<file path="config.mk">
export PLATFORM = sky130hd
export DESIGN_NAME = slot_write_fifo
export DESIGN_NICKNAME = d
export VERILOG_FILES = /design/src/rtl/swf_pkg.sv /design/src/rtl/swf_line_ctr.sv /design/src/rtl/swf_slot_match.sv /design/src/rtl/swf_ring.sv /design/src/rtl/slot_write_fifo.sv
export SDC_FILE = /design/constraint.sdc
export NUM_CORES = 1
export LEC_CHECK = 0
export ABC_CLOCK_PERIOD_IN_PS = 6550
export BUFFER_PORTS_ARGS = -buffer_cell sky130_fd_sc_hd__buf_2
export CAP_MARGIN = 25
export CELL_PAD_IN_SITES_DETAIL_PLACEMENT = 2
export CELL_PAD_IN_SITES_GLOBAL_PLACEMENT = 2
export CORE_UTILIZATION = 46
export CTS_CLUSTER_SIZE = 24
export DETAILED_ROUTE_END_ITERATION = 10
export PLACE_DENSITY_LB_ADDON = 0.08
export SYNTH_ARGS = -nofsm -noshare
export SYNTH_HDL_FRONTEND = slang
export SYNTH_SLANG_ARGS = --single-unit
</file>
<file path="constraint.sdc">
create_clock -name clk_i -period 6.55 [get_ports clk_i]
set_input_delay 0.655 -clock clk_i [delete_from_list [all_inputs] [get_ports clk_i]]
set_output_delay 0.655 -clock clk_i [all_outputs]
set_load 0.05 [all_outputs]
</file>
<file path="src/rtl/swf_pkg.sv">
package swf_pkg;
  typedef enum logic {MODE_NARROW = 1'b0, MODE_WIDE = 1'b1} width_mode_e;

  localparam int NARROW_SLOTS = 16;
  localparam int WIDE_SLOTS   = 18;

  function automatic int narrow_slot_pos(input int i);
    case (i)
      0: return 230;   1: return 510;   2: return 810;   3: return 970;
      4: return 1130;  5: return 1450;  6: return 1610;  7: return 1770;
      8: return 2090;  9: return 2250;  10: return 2410; 11: return 2730;
      12: return 2890; 13: return 3050; 14: return 3350; 15: return 3370;
      default: return 0;
    endcase
  endfunction

  function automatic int wide_slot_pos(input int i);
    case (i)
      0: return 352;   1: return 820;   2: return 948;   3: return 1076;
      4: return 1332;  5: return 1460;  6: return 1588;  7: return 1844;
      8: return 1972;  9: return 2100;  10: return 2356; 11: return 2484;
      12: return 2612; 13: return 2868; 14: return 2996; 15: return 3124;
      16: return 3364; 17: return 3380;
      default: return 0;
    endcase
  endfunction
endpackage

</file>
<file path="src/rtl/swf_line_ctr.sv">
module swf_line_ctr #(
  parameter int LINE_LEN = 3420,
  localparam int POS_W = $clog2(LINE_LEN)
) (
  input  logic             clk_i,
  input  logic             rst_ni,
  output logic [POS_W-1:0] pos_o
);
  logic [POS_W-1:0] pos_q;

  always_ff @(posedge clk_i or negedge rst_ni) begin
    if (!rst_ni) pos_q <= '0;
    else if (pos_q == POS_W'(LINE_LEN - 1)) pos_q <= '0;
    else pos_q <= pos_q + 1'b1;
  end

  assign pos_o = pos_q;

  a_r2_pos_range: assert property (@(posedge clk_i) disable iff (!rst_ni)
    pos_q <= POS_W'(LINE_LEN - 1));
  a_r10_pos_wrap: assert property (@(posedge clk_i) disable iff (!rst_ni)
    (pos_q == POS_W'(LINE_LEN - 1)) |=> (pos_q == '0));
endmodule

</file>
<file path="src/rtl/swf_slot_match.sv">
module swf_slot_match
  import swf_pkg::*;
#(
  parameter int POS_W = 12
) (
  input  logic             wide_i,
  input  logic [POS_W-1:0] pos_i,
  output logic             slot_o
);
  logic [NARROW_SLOTS-1:0] hit_n;
  logic [WIDE_SLOTS-1:0]   hit_w;

  for (genvar i = 0; i < NARROW_SLOTS; i++) begin : g_narrow
    assign hit_n[i] = (pos_i == POS_W'(narrow_slot_pos(i)));
  end
  for (genvar i = 0; i < WIDE_SLOTS; i++) begin : g_wide
    assign hit_w[i] = (pos_i == POS_W'(wide_slot_pos(i)));
  end

  assign slot_o = wide_i ? |hit_w : |hit_n;
endmodule

</file>
<file path="src/rtl/swf_ring.sv">
module swf_ring #(
  parameter int DATA_W = 16,
  parameter int DEPTH  = 4,
  localparam int IDX_W = $clog2(DEPTH),
  localparam int LVL_W = $clog2(DEPTH + 1)
) (
  input  logic              clk_i,
  input  logic              rst_ni,
  input  logic              wr_i,
  input  logic [DATA_W-1:0] wdata_i,
  input  logic              slot_i,
  input  logic              byte_i,
  output logic              we_o,
  output logic [DATA_W-1:0] wdata_o,
  output logic [LVL_W-1:0]  level_o,
  output logic              full_flag_o,
  output logic              empty_flag_o
);
  logic [DATA_W-1:0] mem_q [DEPTH];
  logic [IDX_W-1:0]  widx_q, ridx_q;
  logic [LVL_W-1:0]  level_q, level_d;
  logic              half_q, half_d;
  logic              full_q, empty_q, we_q;
  logic [DATA_W-1:0] out_q;
  logic              accept, have, pop;

  assign accept  = wr_i && (level_q != LVL_W'(DEPTH));
  assign have    = (level_q != '0);
  assign pop     = slot_i && have && (!byte_i || half_q);
  assign level_d = level_q + LVL_W'(accept) - LVL_W'(pop);

  always_comb begin
    half_d = half_q;
    if (slot_i && have) half_d = byte_i && !half_q;
  end

  function automatic logic [IDX_W-1:0] nxt(input logic [IDX_W-1:0] i);
    return (i == IDX_W'(DEPTH - 1)) ? '0 : i + 1'b1;
  endfunction

  always_ff @(posedge clk_i) begin
    if (accept) mem_q[widx_q] <= wdata_i;
  end

  always_ff @(posedge clk_i or negedge rst_ni) begin
    if (!rst_ni) begin
      widx_q  <= '0;
      ridx_q  <= '0;
      level_q <= '0;
      half_q  <= 1'b0;
      full_q  <= 1'b0;
      empty_q <= 1'b1;
      we_q    <= 1'b0;
      out_q   <= '0;
    end else begin
      level_q <= level_d;
      half_q  <= half_d;
      we_q    <= pop;
      if (accept) widx_q <= nxt(widx_q);
      if (pop) begin
        ridx_q <= nxt(ridx_q);
        out_q  <= mem_q[ridx_q];
      end
      if (accept && level_d == LVL_W'(DEPTH)) full_q <= 1'b1;
      else if (pop)                           full_q <= 1'b0;
      if (level_d == '0) empty_q <= 1'b1;
      else if (accept)   empty_q <= 1'b0;
    end
  end

  assign we_o         = we_q;
  assign wdata_o      = out_q;
  assign level_o      = level_q;
  assign full_flag_o  = full_q;
  assign empty_flag_o = empty_q;

  a_r6_no_overflow: assert property (@(posedge clk_i) disable iff (!rst_ni)
    level_q <= LVL_W'(DEPTH));
  a_r6_drop_when_full: assert property (@(posedge clk_i) disable iff (!rst_ni)
    (wr_i && level_q == LVL_W'(DEPTH)) |=> (level_q <= $past(level_q)));
  a_r4_write_after_slot: assert property (@(posedge clk_i) disable iff (!rst_ni)
    we_q |-> $past(slot_i));
  a_r5_first_half_silent: assert property (@(posedge clk_i) disable iff (!rst_ni)
    (slot_i && byte_i && !half_q && have) |=> !we_q);
  a_r7_full_flag: assert property (@(posedge clk_i) disable iff (!rst_ni)
    full_q |-> (level_q == LVL_W'(DEPTH)));
  a_r8_empty_flag: assert property (@(posedge clk_i) disable iff (!rst_ni)
    empty_q == (level_q == '0));
endmodule

</file>
<file path="src/rtl/slot_write_fifo.sv">
module slot_write_fifo
  import swf_pkg::*;
#(
  parameter int DATA_W   = 16,
  parameter int DEPTH    = 4,
  parameter int LINE_LEN = 3420,
  localparam int POS_W   = $clog2(LINE_LEN),
  localparam int LVL_W   = $clog2(DEPTH + 1)
) (
  input  logic              clk_i,
  input  logic              rst_ni,
  input  logic              wr_valid_i,
  input  logic [DATA_W-1:0] wr_data_i,
  input  logic              byte_mode_i,
  input  logic              mode_we_i,
  input  logic              mode_i,
  output logic              mem_we_o,
  output logic [DATA_W-1:0] mem_data_o,
  output logic              host_full_o,
  output logic              stat_full_o,
  output logic              stat_empty_o,
  output logic [LVL_W-1:0]  level_o
);
  width_mode_e      mode_q, mode_sel;
  logic [POS_W-1:0] pos;
  logic             slot;
  logic [LVL_W-1:0] level;

  // new mode governs slot matching in the cycle it is written
  assign mode_sel = mode_we_i ? width_mode_e'(mode_i) : mode_q;

  always_ff @(posedge clk_i or negedge rst_ni) begin
    if (!rst_ni)        mode_q <= MODE_NARROW;
    else if (mode_we_i) mode_q <= width_mode_e'(mode_i);
  end

  swf_line_ctr #(.LINE_LEN(LINE_LEN)) u_line_ctr (
    .clk_i (clk_i),
    .rst_ni(rst_ni),
    .pos_o (pos)
  );

  swf_slot_match #(.POS_W(POS_W)) u_slot_match (
    .wide_i(mode_sel == MODE_WIDE),
    .pos_i (pos),
    .slot_o(slot)
  );

  swf_ring #(.DATA_W(DATA_W), .DEPTH(DEPTH)) u_ring (
    .clk_i       (clk_i),
    .rst_ni      (rst_ni),
    .wr_i        (wr_valid_i),
    .wdata_i     (wr_data_i),
    .slot_i      (slot),
    .byte_i      (byte_mode_i),
    .we_o        (mem_we_o),
    .wdata_o     (mem_data_o),
    .level_o     (level),
    .full_flag_o (stat_full_o),
    .empty_flag_o(stat_empty_o)
  );

  assign level_o     = level;
  assign host_full_o = (level == LVL_W'(DEPTH));

  a_r9_mode_load: assert property (@(posedge clk_i) disable iff (!rst_ni)
    mode_we_i |=> (mode_q == width_mode_e'($past(mode_i))));
  a_r6_host_full: assert property (@(posedge clk_i) disable iff (!rst_ni)
    host_full_o |-> !stat_empty_o);
endmodule

</file>
==> key figures <==
Final layout
  – Layout cells sized above 1: 30.9%
  – Cell area after layout: 5050 µm²
  – Core occupancy in the finished layout: 53.9%
  – Area grow syn2layout: 12.0%
  – N_diodes: 0
  – Fin nets: 358

Clocking
  – H-tree depth: 3
  – Clock Path Buffers: 2
  – CTS tree: built
  – Clock sinks: 104
  – TritonCTS buffer count: 9
  – Hold buffers post-CTS: 0
  – CTS resizes: 0
  – Clock transition at path regs: around 0.11 ns
  – Root Buffer: clkbuf_8
  – Setup bufs post-CTS: 0
  – Worst skew pair latency: 0.36 ns

Run
  – Max-Cap Viols: 0

STA
  – Worst slew margin: 39.7%
  – Worst slew pin tran: 0.904 ns
  – Final period util: approximately 58%
  – Fmax: 264 MHz
  – Min cycle time layout: 3.79 ns
  – Final Max Slew Viols: 0
  – Final setup vio count: 0
  – Final hold vios: 0
  – RSZ-0062 raised after global routing: no
  – Worst Skew: 0.0139 ns
  – Fin Setup TNS: 0 ns

Critical path
  – Worst Path Class, Setup: reg2reg
  – Worst Setup EP: u_ring.full_flag_o$_DFFE_PN0P_
  – Crit. Startpoint: u_line_ctr.pos_o[0]$_DFF_PN0_
  – Element type at the critical path end: flip-flop
  – Worst path cell trace: inv_1 -> ha_1 -> nor4bb_1 -> o2111ai_1 -> nand4_1 -> nor3_2 -> nor4_1 -> ha_1 -> inv_1 -> ha_1 -> inv_1 -> fa_1 -> xnor2_1 -> xnor2_1 -> nand4b_1 -> o21ai_0
  – Crit path arrival time: 4.08 ns
  – Reg2reg start: u_line_ctr.pos_o[0]$_DFF_PN0_
  – Worst path bufs/invs: 3
  – Slowest-stage cell, CP: nor4bb_1
  – Element type at the critical path start: flip-flop
  – CP top delay family: simple AND/OR/NAND/NOR gates
  – CP max FO: 4
  – CP Depth: 16
  – Reg-to-reg critical path endpoint: u_ring.full_flag_o$_DFFE_PN0P_
  – Crit path required time: 6.84 ns
  – R2R Setup Slk: 2.76 ns
  – Worst r2r path cells: 16
  – Critical path's largest stage delay: 0.54 ns

Floorplanning
  – Die area: 10200 µm²
  – # IOs: 45
  – CORE AREA: between 9000 and 10000 µm²
  – FP Rows: 35
  – Chip height: around 100 µm
  – Starting Density: 48.1%
  – Die X: 101 µm

Routing
  – DR vias/cell: 5.55
  – Via Count: 2548
  – DR WL/cell: 21.7 µm
  – Antenna viol nets, final: 0
  – DRC Markers: 0
  – Final WL: 9.94 mm
  – Pre-antenna DRT Iters: 4
  – Iteration-0 DRC count of the detailed router: 54

Yosys
  – Yosys top cell area share: 42.6%
  – Post-synthesis sequential area ratio: 64.9%
  – Distinct cells, synth: 48
  – Netlist area before placement: approximately 4500 µm²
  – Cells after Synth: 283
  – Largest cells by area after synthesis: edfxtp_1 (43%), dfrtp_1 (22%), mux4_2 (8.0%)
  – Synth Warn #: 0
  – #FFs+latches synth: 104
  – Cell taking the most area after synthesis: edfxtp_1
  – Syn nets: 316
  – Synth Area per Inst: 15.9 µm²

GRT
  – All-Layer GR Usage: a little over a fifth
  – First-pass GRT wire length: 15.7 mm
  – Initial antenna violation count: 0
  – Vias in the first global route: 2793
  – Grt ovf: 0
  – Largest net degree at the start of global routing: 41

Run status
  – Run status: finished clean

Pwr
  – Power Density: 431 nW/µm²
  – Leakage: 1.91 nW
  – Worst vdd ir: 0.196 mV

Place
  – Placed Instance Area: 4830 µm²
  – Hpwl dp: about 6.6 mm
  – Routability cong.: 0.739
  – IO buf count: 44

Min path
  – Min-Delay Path Class: in2async
-- layer usage --
layer | routed length (µm) | vias up | global-route usage (%) | share of wire (%)
li1 | - | 1139 | - | -
met1 | 4400 | 1359 | 27.0 | 44
met2 | 5210 | 45 | 38.0 | 52
met3 | 260 | 5 | 4.30 | 2.6
met4 | 73 | 0 | 5.69 | 0.73
met5 | 0 | - | 0 | 0
-- power by group --
| group | switching, W | internal, W |
|---|---|---|
| Sequential | 0.0000973 | 0.000872 |
| Combinational | 0.000499 | 0.000296 |
| Clock | 0.000231 | 0.000181 |
-- worst reg2reg max path, stage by stage (launching register included) --
cell and delay [ns]:
dfrtp_1 0.43, inv_1 0.11, ha_1 0.20, nor4bb_1 0.54
o2111ai_1 0.21, nand4_1 0.16, nor3_2 0.08, nor4_1 0.42
ha_1 0.32, inv_1 0.06, ha_1 0.13, inv_1 0.05
fa_1 0.37, xnor2_1 0.15, xnor2_1 0.25, nand4b_1 0.13
o21ai_0 0.11
-- stage by stage --
stage / std cells / worst slack [ns] / total power (W) / hold WS, ns
after floorplan: 283 / 3.32 / 0.00157 / 0.359
after global placement: 442 / 3.04 / 0.00175 / 0.459
after detailed placement: 442 / 2.77 / 0.00179 / 0.470
after CTS: 458 / 2.77 / 0.00220 / 0.484
after global routing: 459 / 2.50 / 0.00227 / 0.0766
final: 459 / 2.76 / 0.00218 / 0.0951
-- state kept, by name (all words and copies together) (netlist names) --
name	flops
u_ring.mem_q	64
u_ring.wdata_o	16
u_line_ctr.pos_o	12
u_ring.level_o	3
u_ring.ridx_q	2
u_ring.widx_q	2
mode_q	1
u_ring.empty_flag_o	1
u_ring.full_flag_o	1
u_ring.half_q	1
u_ring.we_o	1
-- layout make-up --
cell class                 count  area [µm²]
fill                         892        4320
multi-input combinational    151        1460
inverter                      12        45.0
clock buffer                   9         124
tap                          129         161
clock inverter                 7        77.6
timing repair buffer          47         255
sequential                   104        2920
-- worst min-delay path by stage --
stage,startpoint,to,slack (ns),cells after the start
floorplan,rst_ni,mode_q$_DFF_PN0_,0.36,0
global route,rst_ni,u_ring.wdata_o[11]$_DFFE_PN0P_,0.08,1
detailed placement,u_ring.empty_flag_o$_DFFE_PN1P_,u_ring.empty_flag_o$_DFFE_PN1P_,0.47,2
CTS,wr_data_i[4],u_ring.mem_q[2][4]$_DFFE_PP_,0.48,1
global placement,u_ring.empty_flag_o$_DFFE_PN1P_,u_ring.empty_flag_o$_DFFE_PN1P_,0.46,2
finish,rst_ni,u_ring.wdata_o[11]$_DFFE_PN0P_,0.1,1
-- cell families after synthesis --
kind of cell	after synthesis	synth area share (%)
AND/OR/NAND/NOR	71	9.88
adder cells (fa/ha/maj)	11	3.22
XOR/XNOR	12	2.33
multiplexers	37	14.0
AO/OA/AOI/OAI	20	3.00
buffers and inverters	28	2.75
flip-flops	104	64.9
-- cell usage after synthesis (all sizes together) --
library cell,instances
edfxtp,64
dfrtp,39
mux2,20
mux4,16
nor2,15
inv,12
buf,11
ha,10
nand2,9
xnor2,9
o21ai,7
nand3,6
nor2b,6
clkbuf,5
nor3b,5
nor4bb,5
and2,4
nor3,4
a21oi,3
and3b,3
nand4,3
xor2,3
nor4,2
o2111ai,2
or3,2
a2111o,1
a211o,1
a21o,1
a31oi,1
a41oi,1
and2b,1
and3,1
and4,1
and4b,1
and4bb,1
dfstp,1
fa,1
mux2i,1
nand4b,1
nand4bb,1
o211ai,1
o32ai,1
o41ai,1
-- placed cells by master (no fill, tap or decap), types with 10 or more instances in the layout --
cell	Yosys	layout
ha_1	10	10
dfrtp_1	39	39
inv_1	12	12
mux2_2	11	11
edfxtp_1	64	64
buf_2	9	44
nor2_1	15	15
mux4_2	16	16
(Power assumes the default switching activity.)
